File: src/rtl/flag_alu_pkg.sv
package flag_alu_pkg;

  localparam int FLAG_W  = 16;
  localparam int CF_POS  = 0;
  localparam int PF_POS  = 2;
  localparam int AF_POS  = 4;
  localparam int ZF_POS  = 6;
  localparam int SF_POS  = 7;
  localparam int TF_POS  = 8;
  localparam int IE_POS  = 9;
  localparam int DF_POS  = 10;
  localparam int OF_POS  = 11;
  localparam int PAR_W   = 8;

  typedef enum logic [3:0] {
    OP_ADD = 4'd0,
    OP_SUB = 4'd1,
    OP_AND = 4'd2,
    OP_OR  = 4'd3,
    OP_XOR = 4'd4,
    OP_SHL = 4'd5,
    OP_SHR = 4'd6,
    OP_SAR = 4'd7,
    OP_ROL = 4'd8,
    OP_ROR = 4'd9
  } op_t;

  typedef struct packed {
    logic ovf;
    logic sgn;
    logic zro;
    logic aux;
    logic par;
    logic cry;
  } status_t;

  typedef struct packed {
    logic dir;
    logic ien;
    logic trp;
  } ctl_t;

endpackage

File: src/rtl/flag_alu_rst_sync.sv
module flag_alu_rst_sync (
  input  logic clk,
  input  logic rst_n,
  output logic rst_q_n
);
  logic [1:0] sync_q;

  always_ff @(posedge clk or negedge rst_n) begin
    if (!rst_n) sync_q <= 2'b00;
    else        sync_q <= {sync_q[0], 1'b1};
  end

  assign rst_q_n = sync_q[1];
endmodule

File: src/rtl/flag_alu_core.sv
module flag_alu_core
  import flag_alu_pkg::*;
#(
  parameter int W = 16
) (
  input  logic [W-1:0] a_i,
  input  logic [W-1:0] b_i,
  input  op_t          op_i,
  input  logic         byte_i,
  output logic [W-1:0] res_o,
  output logic         cry_o,
  output logic         ovf_o,
  output logic         aux_o,
  output logic         known_o
);
  localparam int HW = W / 2;

  logic [W-1:0] lane_mask, top_bit, a_m, b_m, raw;
  logic [W:0]   sum_x, dif_x;
  logic         msb_a, msb_b, msb_r, add_co, sub_bo;

  always_comb begin
    lane_mask = byte_i ? {{(W-HW){1'b0}}, {HW{1'b1}}} : {W{1'b1}};
    top_bit   = byte_i ? (W'(1) << (HW - 1)) : (W'(1) << (W - 1));
    a_m       = a_i & lane_mask;
    b_m       = b_i & lane_mask;
    msb_a     = |(a_m & top_bit);
    msb_b     = |(b_m & top_bit);
    sum_x     = {1'b0, a_m} + {1'b0, b_m};
    dif_x     = {1'b0, a_m} - {1'b0, b_m};
    add_co    = byte_i ? sum_x[HW] : sum_x[W];
    sub_bo    = byte_i ? dif_x[HW] : dif_x[W];

    raw     = a_m;
    cry_o   = 1'b0;
    aux_o   = 1'b0;
    known_o = 1'b1;
    case (op_i)
      OP_ADD: begin raw = sum_x[W-1:0]; cry_o = add_co; end
      OP_SUB: begin raw = dif_x[W-1:0]; cry_o = sub_bo; end
      OP_AND: raw = a_m & b_m;
      OP_OR:  raw = a_m | b_m;
      OP_XOR: raw = a_m ^ b_m;
      OP_SHL: begin raw = a_m << 1;                       cry_o = msb_a;  end
      OP_SHR: begin raw = a_m >> 1;                       cry_o = a_m[0]; end
      OP_SAR: begin raw = (a_m >> 1) | (msb_a ? top_bit : '0);   cry_o = a_m[0]; end
      OP_ROL: begin raw = (a_m << 1) | W'(msb_a);        cry_o = msb_a;  end
      OP_ROR: begin raw = (a_m >> 1) | (a_m[0] ? top_bit : '0);  cry_o = a_m[0]; end
      default: known_o = 1'b0;
    endcase

    res_o = raw & lane_mask;
    msb_r = |(res_o & top_bit);

    if (op_i == OP_ADD || op_i == OP_SUB)
      aux_o = a_m[4] ^ b_m[4] ^ raw[4];

    case (op_i)
      OP_ADD: ovf_o = (msb_a == msb_b) && (msb_r != msb_a);
      OP_SUB: ovf_o = (msb_a != msb_b) && (msb_r != msb_a);
      OP_SHL, OP_SHR, OP_SAR, OP_ROL, OP_ROR: ovf_o = msb_r ^ msb_a;
      default: ovf_o = 1'b0;
    endcase
  end
endmodule

File: src/rtl/flag_alu_stat.sv
module flag_alu_stat
  import flag_alu_pkg::*;
#(
  parameter int W = 16
) (
  input  logic [W-1:0] res_i,
  input  logic         byte_i,
  input  logic         cry_i,
  input  logic         ovf_i,
  input  logic         aux_i,
  output status_t      st_o
);
  localparam int HW = W / 2;

  always_comb begin
    st_o.cry = cry_i;
    st_o.ovf = ovf_i;
    st_o.aux = aux_i;
    st_o.par = ~(^res_i[PAR_W-1:0]);
    st_o.sgn = byte_i ? res_i[HW-1] : res_i[W-1];
    st_o.zro = byte_i ? (res_i[HW-1:0] == '0) : (res_i == '0);
  end
endmodule

File: src/rtl/flag_alu_freg.sv
module flag_alu_freg
  import flag_alu_pkg::*;
(
  input  logic              clk,
  input  logic              rst_n,
  input  logic              st_en,
  input  status_t           st_d,
  input  logic              ctl_en,
  input  ctl_t              ctl_d,
  output logic [FLAG_W-1:0] flags_o
);
  status_t st_q, st_nxt;
  ctl_t    ctl_q, ctl_nxt;

  always_comb begin
    st_nxt  = st_en  ? st_d  : st_q;
    ctl_nxt = ctl_en ? ctl_d : ctl_q;
  end

  always_ff @(posedge clk or negedge rst_n) begin
    if (!rst_n) begin
      st_q  <= '0;
      ctl_q <= '0;
    end else begin
      st_q  <= st_nxt;
      ctl_q <= ctl_nxt;
    end
  end

  always_comb begin
    flags_o         = '0;
    flags_o[CF_POS] = st_q.cry;
    flags_o[PF_POS] = st_q.par;
    flags_o[AF_POS] = st_q.aux;
    flags_o[ZF_POS] = st_q.zro;
    flags_o[SF_POS] = st_q.sgn;
    flags_o[OF_POS] = st_q.ovf;
    flags_o[TF_POS] = ctl_q.trp;
    flags_o[IE_POS] = ctl_q.ien;
    flags_o[DF_POS] = ctl_q.dir;
  end
endmodule

File: src/rtl/flag_alu.sv
module flag_alu
  import flag_alu_pkg::*;
#(
  parameter int W = 16
) (
  input  logic          clk,
  input  logic          rst_n,
  input  logic [3:0]    op,
  input  logic          byte_mode,
  input  logic [W-1:0]  opa,
  input  logic [W-1:0]  opb,
  input  logic          flag_upd,
  input  logic          ctl_we,
  input  logic [2:0]    ctl_din,
  output logic [W-1:0]  result,
  output logic [15:0]   flags
);
  logic    rst_q_n, cry, ovf, aux, known;
  status_t st;
  ctl_t    ctl_w;

  flag_alu_rst_sync u_rst (
    .clk(clk), .rst_n(rst_n), .rst_q_n(rst_q_n)
  );

  flag_alu_core #(.W(W)) u_core (
    .a_i(opa), .b_i(opb), .op_i(op_t'(op)), .byte_i(byte_mode),
    .res_o(result), .cry_o(cry), .ovf_o(ovf), .aux_o(aux), .known_o(known)
  );

  flag_alu_stat #(.W(W)) u_stat (
    .res_i(result), .byte_i(byte_mode), .cry_i(cry), .ovf_i(ovf),
    .aux_i(aux), .st_o(st)
  );

  assign ctl_w = ctl_t'(ctl_din[2:0]);

  flag_alu_freg u_freg (
    .clk(clk), .rst_n(rst_q_n),
    .st_en(flag_upd & known), .st_d(st),
    .ctl_en(ctl_we), .ctl_d(ctl_w),
    .flags_o(flags)
  );
endmodule

File: config.mk
export PLATFORM = sky130hd
export DESIGN_NAME = flag_alu
export DESIGN_NICKNAME = d
export VERILOG_FILES = /design/src/rtl/flag_alu_pkg.sv /design/src/rtl/flag_alu_rst_sync.sv /design/src/rtl/flag_alu_core.sv /design/src/rtl/flag_alu_stat.sv /design/src/rtl/flag_alu_freg.sv /design/src/rtl/flag_alu.sv
export SDC_FILE = /design/constraint.sdc
export NUM_CORES = 1
export LEC_CHECK = 0
export BUFFER_PORTS_ARGS = -buffer_cell sky130_fd_sc_hd__buf_2
export CAP_MARGIN = 20
export CORE_MARGIN = 1.5
export CORE_UTILIZATION = 25
export DETAILED_ROUTE_END_ITERATION = 7
export PLACE_DENSITY = 0.47
export SYNTH_ARGS = -nofsm -noshare
export SYNTH_HDL_FRONTEND = slang
export SYNTH_HIERARCHICAL = 1
export SYNTH_SLANG_ARGS = --single-unit
File: constraint.sdc
create_clock -name clk -period 7.8 [get_ports clk]
set_clock_uncertainty 0.1 [all_clocks]
set_input_delay 0.39 -clock clk [delete_from_list [all_inputs] [get_ports clk]]
set_output_delay 0.39 -clock clk [all_outputs]
set_load 0.01 [all_outputs]
# Yosys cells after proc, flatten, opt, wreduce, memory -nomap -nowiden
# Cells that the tools add are included.
dict set report classes {
  mux 13
  multipliers 0
  bitwise 17
  eq_ne 12
  n_shift 0
  n_div 0
  n_lt_le_gt_ge 0
  reduce_logical 14
  add_sub_neg 2
}
# operator n
set ops {}
lappend ops {{$pmux W16 S10} 1}
lappend ops {{$and A16 B16 Y16} 7}
lappend ops {{$mux W16} 4}
lappend ops {{$reduce_or A16 Y1} 3}
lappend ops {{$or A15 B16 Y16} 2}
lappend ops {{$add A16 B16 Y17} 1}
lappend ops {{$sub A16 B16 Y17} 1}
lappend ops {{$eq A4 B3 Y1 const B} 4}
lappend ops {{$logic_not A16 Y1} 1}
lappend ops {{$or A16 B1 Y16} 1}
lappend ops {{$or A16 B16 Y16} 1}
lappend ops {{$xor A16 B16 Y16} 1}
lappend ops {{$reduce_or A10 Y1} 1}
lappend ops {{$eq A4 B2 Y1 const B} 2}
lappend ops {{$eq A4 B4 Y1 const B} 2}
lappend ops {{$logic_not A8 Y1} 1}
lappend ops {{$reduce_xor A8 Y1} 1}
lappend ops {{$mux W1} 6}
lappend ops {{$reduce_or A5 Y1} 1}
lappend ops {{$eq A4 B1 Y1 const B} 1}
lappend ops {{$logic_not A4 Y1} 1}
lappend ops {{$pmux W1 S4} 1}
lappend ops {{$pmux W1 S3} 1}
lappend ops {{$reduce_or A3 Y1} 1}
lappend ops {{8 further kinds} 12}
dict set report totals {
  reg_bits 11
  romBits 0
  out_inout_bits 32
  mem_count 0
  latchBits 0
  ramBits 0
}

# Logic depth before layout (Yosys ltp)
dict set report logic_depth {
  depth_word 13
  ltp_mapped 18
  depth_no_buf 16
}

# Cells and area by module
# Netlist, hierarchy kept.
# mod area_per_inst_um2 seq_area_each_um2 instances cells_per_inst
set by_module_without_submodules {}
lappend by_module_without_submodules {flag_alu_core 3206.8 0.0 1 496}
lappend by_module_without_submodules {flag_alu_freg 416.6 225.2 1 27}
lappend by_module_without_submodules {flag_alu_stat 173.9 0.0 1 24}
lappend by_module_without_submodules {flag_alu_rst_sync 53.8 50.0 1 3}
lappend by_module_without_submodules {flag_alu 6.3 0.0 1 1}

# Worst setup path after synthesis
# No wires, ideal clock.
dict set report synth_timing {
  path_kind {in2reg}
  start {input port byte_mode}
  end {register u_freg.st_q, in the netlist u_freg/flags_o[6]}
  arrival_ns 3.466
  required_time_ns 7.575
  setup_time_ns 0.125
  slack_ns 4.109
  stages 18
  cell_sequence {buf_6 inv_1 buf_6 nand2_1 ha_1 buf_2 a21o_1 a211oi_4 a21oi_1 a311oi_2 nor3b_1 a211oi_1 xor2_1 o31ai_1 nor4_2 a21oi_1 nor2_1 mux2_4}
}
# item line_no
set synth_rtl {}
lappend synth_rtl {{start, declared} flag_alu.sv:9} ;# input logic byte_mode,
lappend synth_rtl {{end signal, assigned} flag_alu_freg.sv:25} ;# st_q <= st_nxt;
lappend synth_rtl {{end, declared} flag_alu_freg.sv:12} ;# status_t st_q, st_nxt;

# Final worst setup path
dict set report layout_timing {
  start {input port byte_mode}
  end {output port result[14]}
}
dict set report layout_via {
  elab_chain_len 8
  elab_cells_between_ends 17
  classes_between {add/sub (2); mux (4); bitwise (10); reduce/logical (1)}
}
# item line_no
set layout_rtl {}
lappend layout_rtl {{branches (longest 7 deep; another with $sub A16 B16 Y17)} --}
lappend layout_rtl {{$and A16 B16 Y16 (*)} flag_alu_core.sv:52} ;# res_o = raw & lane_mask;
lappend layout_rtl {{end, declared} flag_alu.sv:15} ;# output logic [W-1:0] result,
# Every way passes the cells marked *.

==> impl_summary.txt <==
----------------------------------------------------
[Outcome]
  Outcome ... completed

[Timing]
  Least-Margin Pin Slew ... 0.768 ns
  Fin crit period ... ~4.3 ns
  Number of pins exceeding their max-slew limit in the final report ... 0
  Worst slew margin relative to its limit ... between 40% and 50%
  Hold Fails Final Rpt ... 0
  Share of the clock period used by the worst path after layout ... between 50% and 60%
  Finish-stage setup viols ... 0
  Max Freq ... approximately 0.23 GHz
  Worst setup slack after layout ... approximately 3.5 ns
  Setup repair after global routing missed its margin ... no
  Post-Route Setup TNS ... 0 ns

[Global routing]
  First-pass GRT wire length ... approximately 22000 um
  Aggregate global routing overflow ... 0
  Initial antenna violation count ... 0
  Number of global-route vias before repair ... between 4k and 5k
  Largest net degree at the start of global routing ... 74
  GRT Resource Usage Total ... roughly 17%

[Pwr]
  Maximum resistive drop on vdd ... around 0.068 mV
  Power per unit of standard cell area ... roughly 110 nW/um^2
  Total leakage power ... 2.00 nW
  Overall power ... approximately 0.46 mW

[Routing]
  Detail-routed via count per cell ... around 5.5
  1st-iter DRT viols ... 400
  Via count ... 4245
  Number of optimization iterations in the first detailed-route pass ... 5
  Routed Wire Length ... 13900 um
  Drt drc ... 0
  Average wire per standard cell ... 17.9 um
  Remaining number of nets flagged by the antenna check after routing ... 0

[Layout]
  Count of antenna diodes in the layout ... 0
  Filler cells ... 1691
  Layout Nets ... around 700
  Most frequent cells in the layout ... sky130_fd_sc_hd__buf_2, sky130_fd_sc_hd__inv_1, sky130_fd_sc_hd__nor2_1, sky130_fd_sc_hd__ha_1, sky130_fd_sc_hd__nand2_1
  Fraction of layout cells with a size suffix above 1 ... approximately 16%
  Share of the core filled with cells ... 28.3%
  Layout-stage area growth over the synthesis result ... 11.2%
  Cell area after layout ... between 4000 and 5000 sq um
  Most common library cell in the layout ignoring fill and taps ... sky130_fd_sc_hd__buf_2

[CTS]
  Clock latency of the later-clocked register in the worst-skew pair ... 0.23 ns
  TritonCTS clock tree ... done
  CTS H-Tree Depth ... 1
  Total clock buffers created by CTS ... 3
  Root buffer selected by CTS ... sky130_fd_sc_hd__clkbuf_16
  Clock transition at path regs ... 0.04 ns
  Clock buffer depth ... 2
  Post_cts resized ... 0
  Clock sink count ... 11

[Floorplan]
  Placement Rows ... 45
  Horizontal extent of the die ... roughly 130 um
  Full die area ... approximately 16000 sq um
  Initial core utilization ... between 20% and 30%
  Chip height ... 127 um
  Core area ... 15100 sq um
  # IOs ... between 70 and 80

[Placement]
  Weighted congestion at the end of routability-driven global placement ... ~0.9
  HPWL reported at the end of detailed placement ... about 11000 um
  Pre-CTS setup slack ... about 3.3 ns
  # port buffers ... just under 70
  Post-DP Area ... 4200 sq um

[Setup path]
  Data arrival, critical path ... about 3.8 ns
  CP Launch Type ... input pin
  Critical path start-end classification ... in -> out
  Crit Path Max Fanout ... 21
  Flop-to-flop setup slack ... 6.94 ns
  Required arrival time at the worst endpoint ... ~7.3 ns
  Setup crit end kind ... output port

[Logic synthesis]
  Total of flip-flops plus latches after synthesis ... 11
  Post-synthesis cell type count ... between 70 and 80
  Post-synthesis instance area ... approximately 3900 sq um
  Avg Cell Area, Syn ... approximately 7.0 sq um
  Fraction of registers with async set or reset after synthesis ... between 90% and 100%
  Share of synthesized area occupied by flip-flops and latches ... around 7.1%
  Most common flop cell mapped by yosys ... sky130_fd_sc_hd__dfrtp_1
  Ys Warns ... 6
  Synthesized netlist cell count ... 551
  Post-synth EDFFs ... 0

[Min path]
  Class of the most critical hold timing path ... reg -> async

[Flow run]
  Number of max-cap violations ... 0

----------------------------------------------------
==> where the power goes <==
part	total [mW]	switching (mW)	internal [mW]
Combinational	0.297	0.178	0.119
Clock	0.0916	0.0232	0.0684
Sequential	0.0703	0.00478	0.0656
Total	0.459	0.206	0.253
==> per-layer routing <==
| layer | wire length [um] | track usage [%] | part of all wire [%] | vias up |
|---|---|---|---|---|
| li1 | - | - | - | 2014 |
| met5 | 0 | 0 | 0 | - |
| met3 | 918 | 1.84 | 6.6 | 14 |
| met1 | 6310 | 23.8 | 45 | 2022 |
| met4 | 201 | 3.14 | 1.4 | 0 |
| met2 | 6440 | 27.8 | 46 | 195 |
==> through the flow <==
stage | hold slack (ns) | std cells
after detailed placement | 0.0638 | 769
after CTS | 0.0676 | 774
final | 0.0560 | 774
after floorplan | -0.00559 | 557
after global routing | 0.0900 | 774
after global placement | 0.0671 | 769
==> registers in the layout (all words and copies together), names as in the netlist <==
register and count:
u_freg/flags_o 9, u_rst/sync_q 2
==> kinds of logic after synthesis <==
kind of cell             count (synthesis)  share of synthesized area, %
AO/OA/AOI/OAI                          174                          31.2
XOR/XNOR                                15                          3.41
adder cells (fa/ha/maj)                 54                          17.9
buffers and inverters                  102                          12.6
flip-flops                              11                          7.14
multiplexers                            21                          6.42
other                                    2                         0.195
AND/OR/NAND/NOR                        172                          21.2
==> timing repair <==
item	4_1_cts	5_1_grt
endpoints found under the hold margin	2	0
setup buffers	0	0
setup endpoints to repair	0	0
hold buffers	1	0
==> worst paths after layout <==
check / cells past startpoint / from / end
setup / recovery: 13 / byte_mode / result[14]
hold / removal: 0 / u_rst/sync_q[1] / u_freg/flags_o[9]
setup reg to reg: 1 / u_freg/flags_o[0] / u_freg/flags_o[0]
hold reg to reg: 0 / u_rst/sync_q[1] / u_freg/flags_o[9]
max in group asynchronous: 2 / rst_n / u_rst/sync_q[0]
min in group clk: 0 / u_rst/sync_q[0] / u_rst/sync_q[1]
==> critical path, cell delays in order <==
cell                       delay (ns)
sky130_fd_sc_hd__buf_2           0.24
sky130_fd_sc_hd__inv_1           0.47
sky130_fd_sc_hd__nand2_1         0.18
sky130_fd_sc_hd__ha_1            0.47
sky130_fd_sc_hd__a21o_1          0.24
sky130_fd_sc_hd__a211oi_4        0.30
sky130_fd_sc_hd__a21oi_1         0.14
sky130_fd_sc_hd__a311oi_2        0.34
sky130_fd_sc_hd__nor3b_1         0.10
sky130_fd_sc_hd__a211oi_1        0.22
sky130_fd_sc_hd__xor2_1          0.10
sky130_fd_sc_hd__o31ai_1         0.35
sky130_fd_sc_hd__buf_2           0.22
==> layout make-up <==
| type | count | area, sq um | area share [%] |
|---|---|---|---|
| timing repair buffer | 72 | 373 | 8.70 |
| inverter | 55 | 206 | 4.81 |
| tap | 188 | 235 | 5.49 |
| clock buffer | 4 | 78.8 | 1.84 |
| sequential | 11 | 275 | 6.42 |
| multi-input combinational | 444 | 3120 | 72.7 |
==> cells in the mapped netlist (9+ instances only) <==
cell	number	area share [%]
sky130_fd_sc_hd__a211oi_1	12	2.3
sky130_fd_sc_hd__a21oi_1	38	4.9
sky130_fd_sc_hd__a221oi_1	9	2.0
sky130_fd_sc_hd__buf_4	14	2.7
sky130_fd_sc_hd__clkbuf_1	22	2.1
sky130_fd_sc_hd__dfrtp_1	11	7.1
sky130_fd_sc_hd__ha_1	52	17
sky130_fd_sc_hd__inv_1	55	5.4
sky130_fd_sc_hd__mux2i_1	9	2.3
sky130_fd_sc_hd__nand2_1	45	4.4
sky130_fd_sc_hd__nand3_1	13	1.7
sky130_fd_sc_hd__nor2_1	54	5.3
sky130_fd_sc_hd__nor2b_1	13	2.1
sky130_fd_sc_hd__nor3_1	13	1.7
sky130_fd_sc_hd__o211ai_1	12	2.3
sky130_fd_sc_hd__o21ai_0	42	5.4
sky130_fd_sc_hd__xnor2_1	12	2.7
Power figures use the tool's default switching activity.
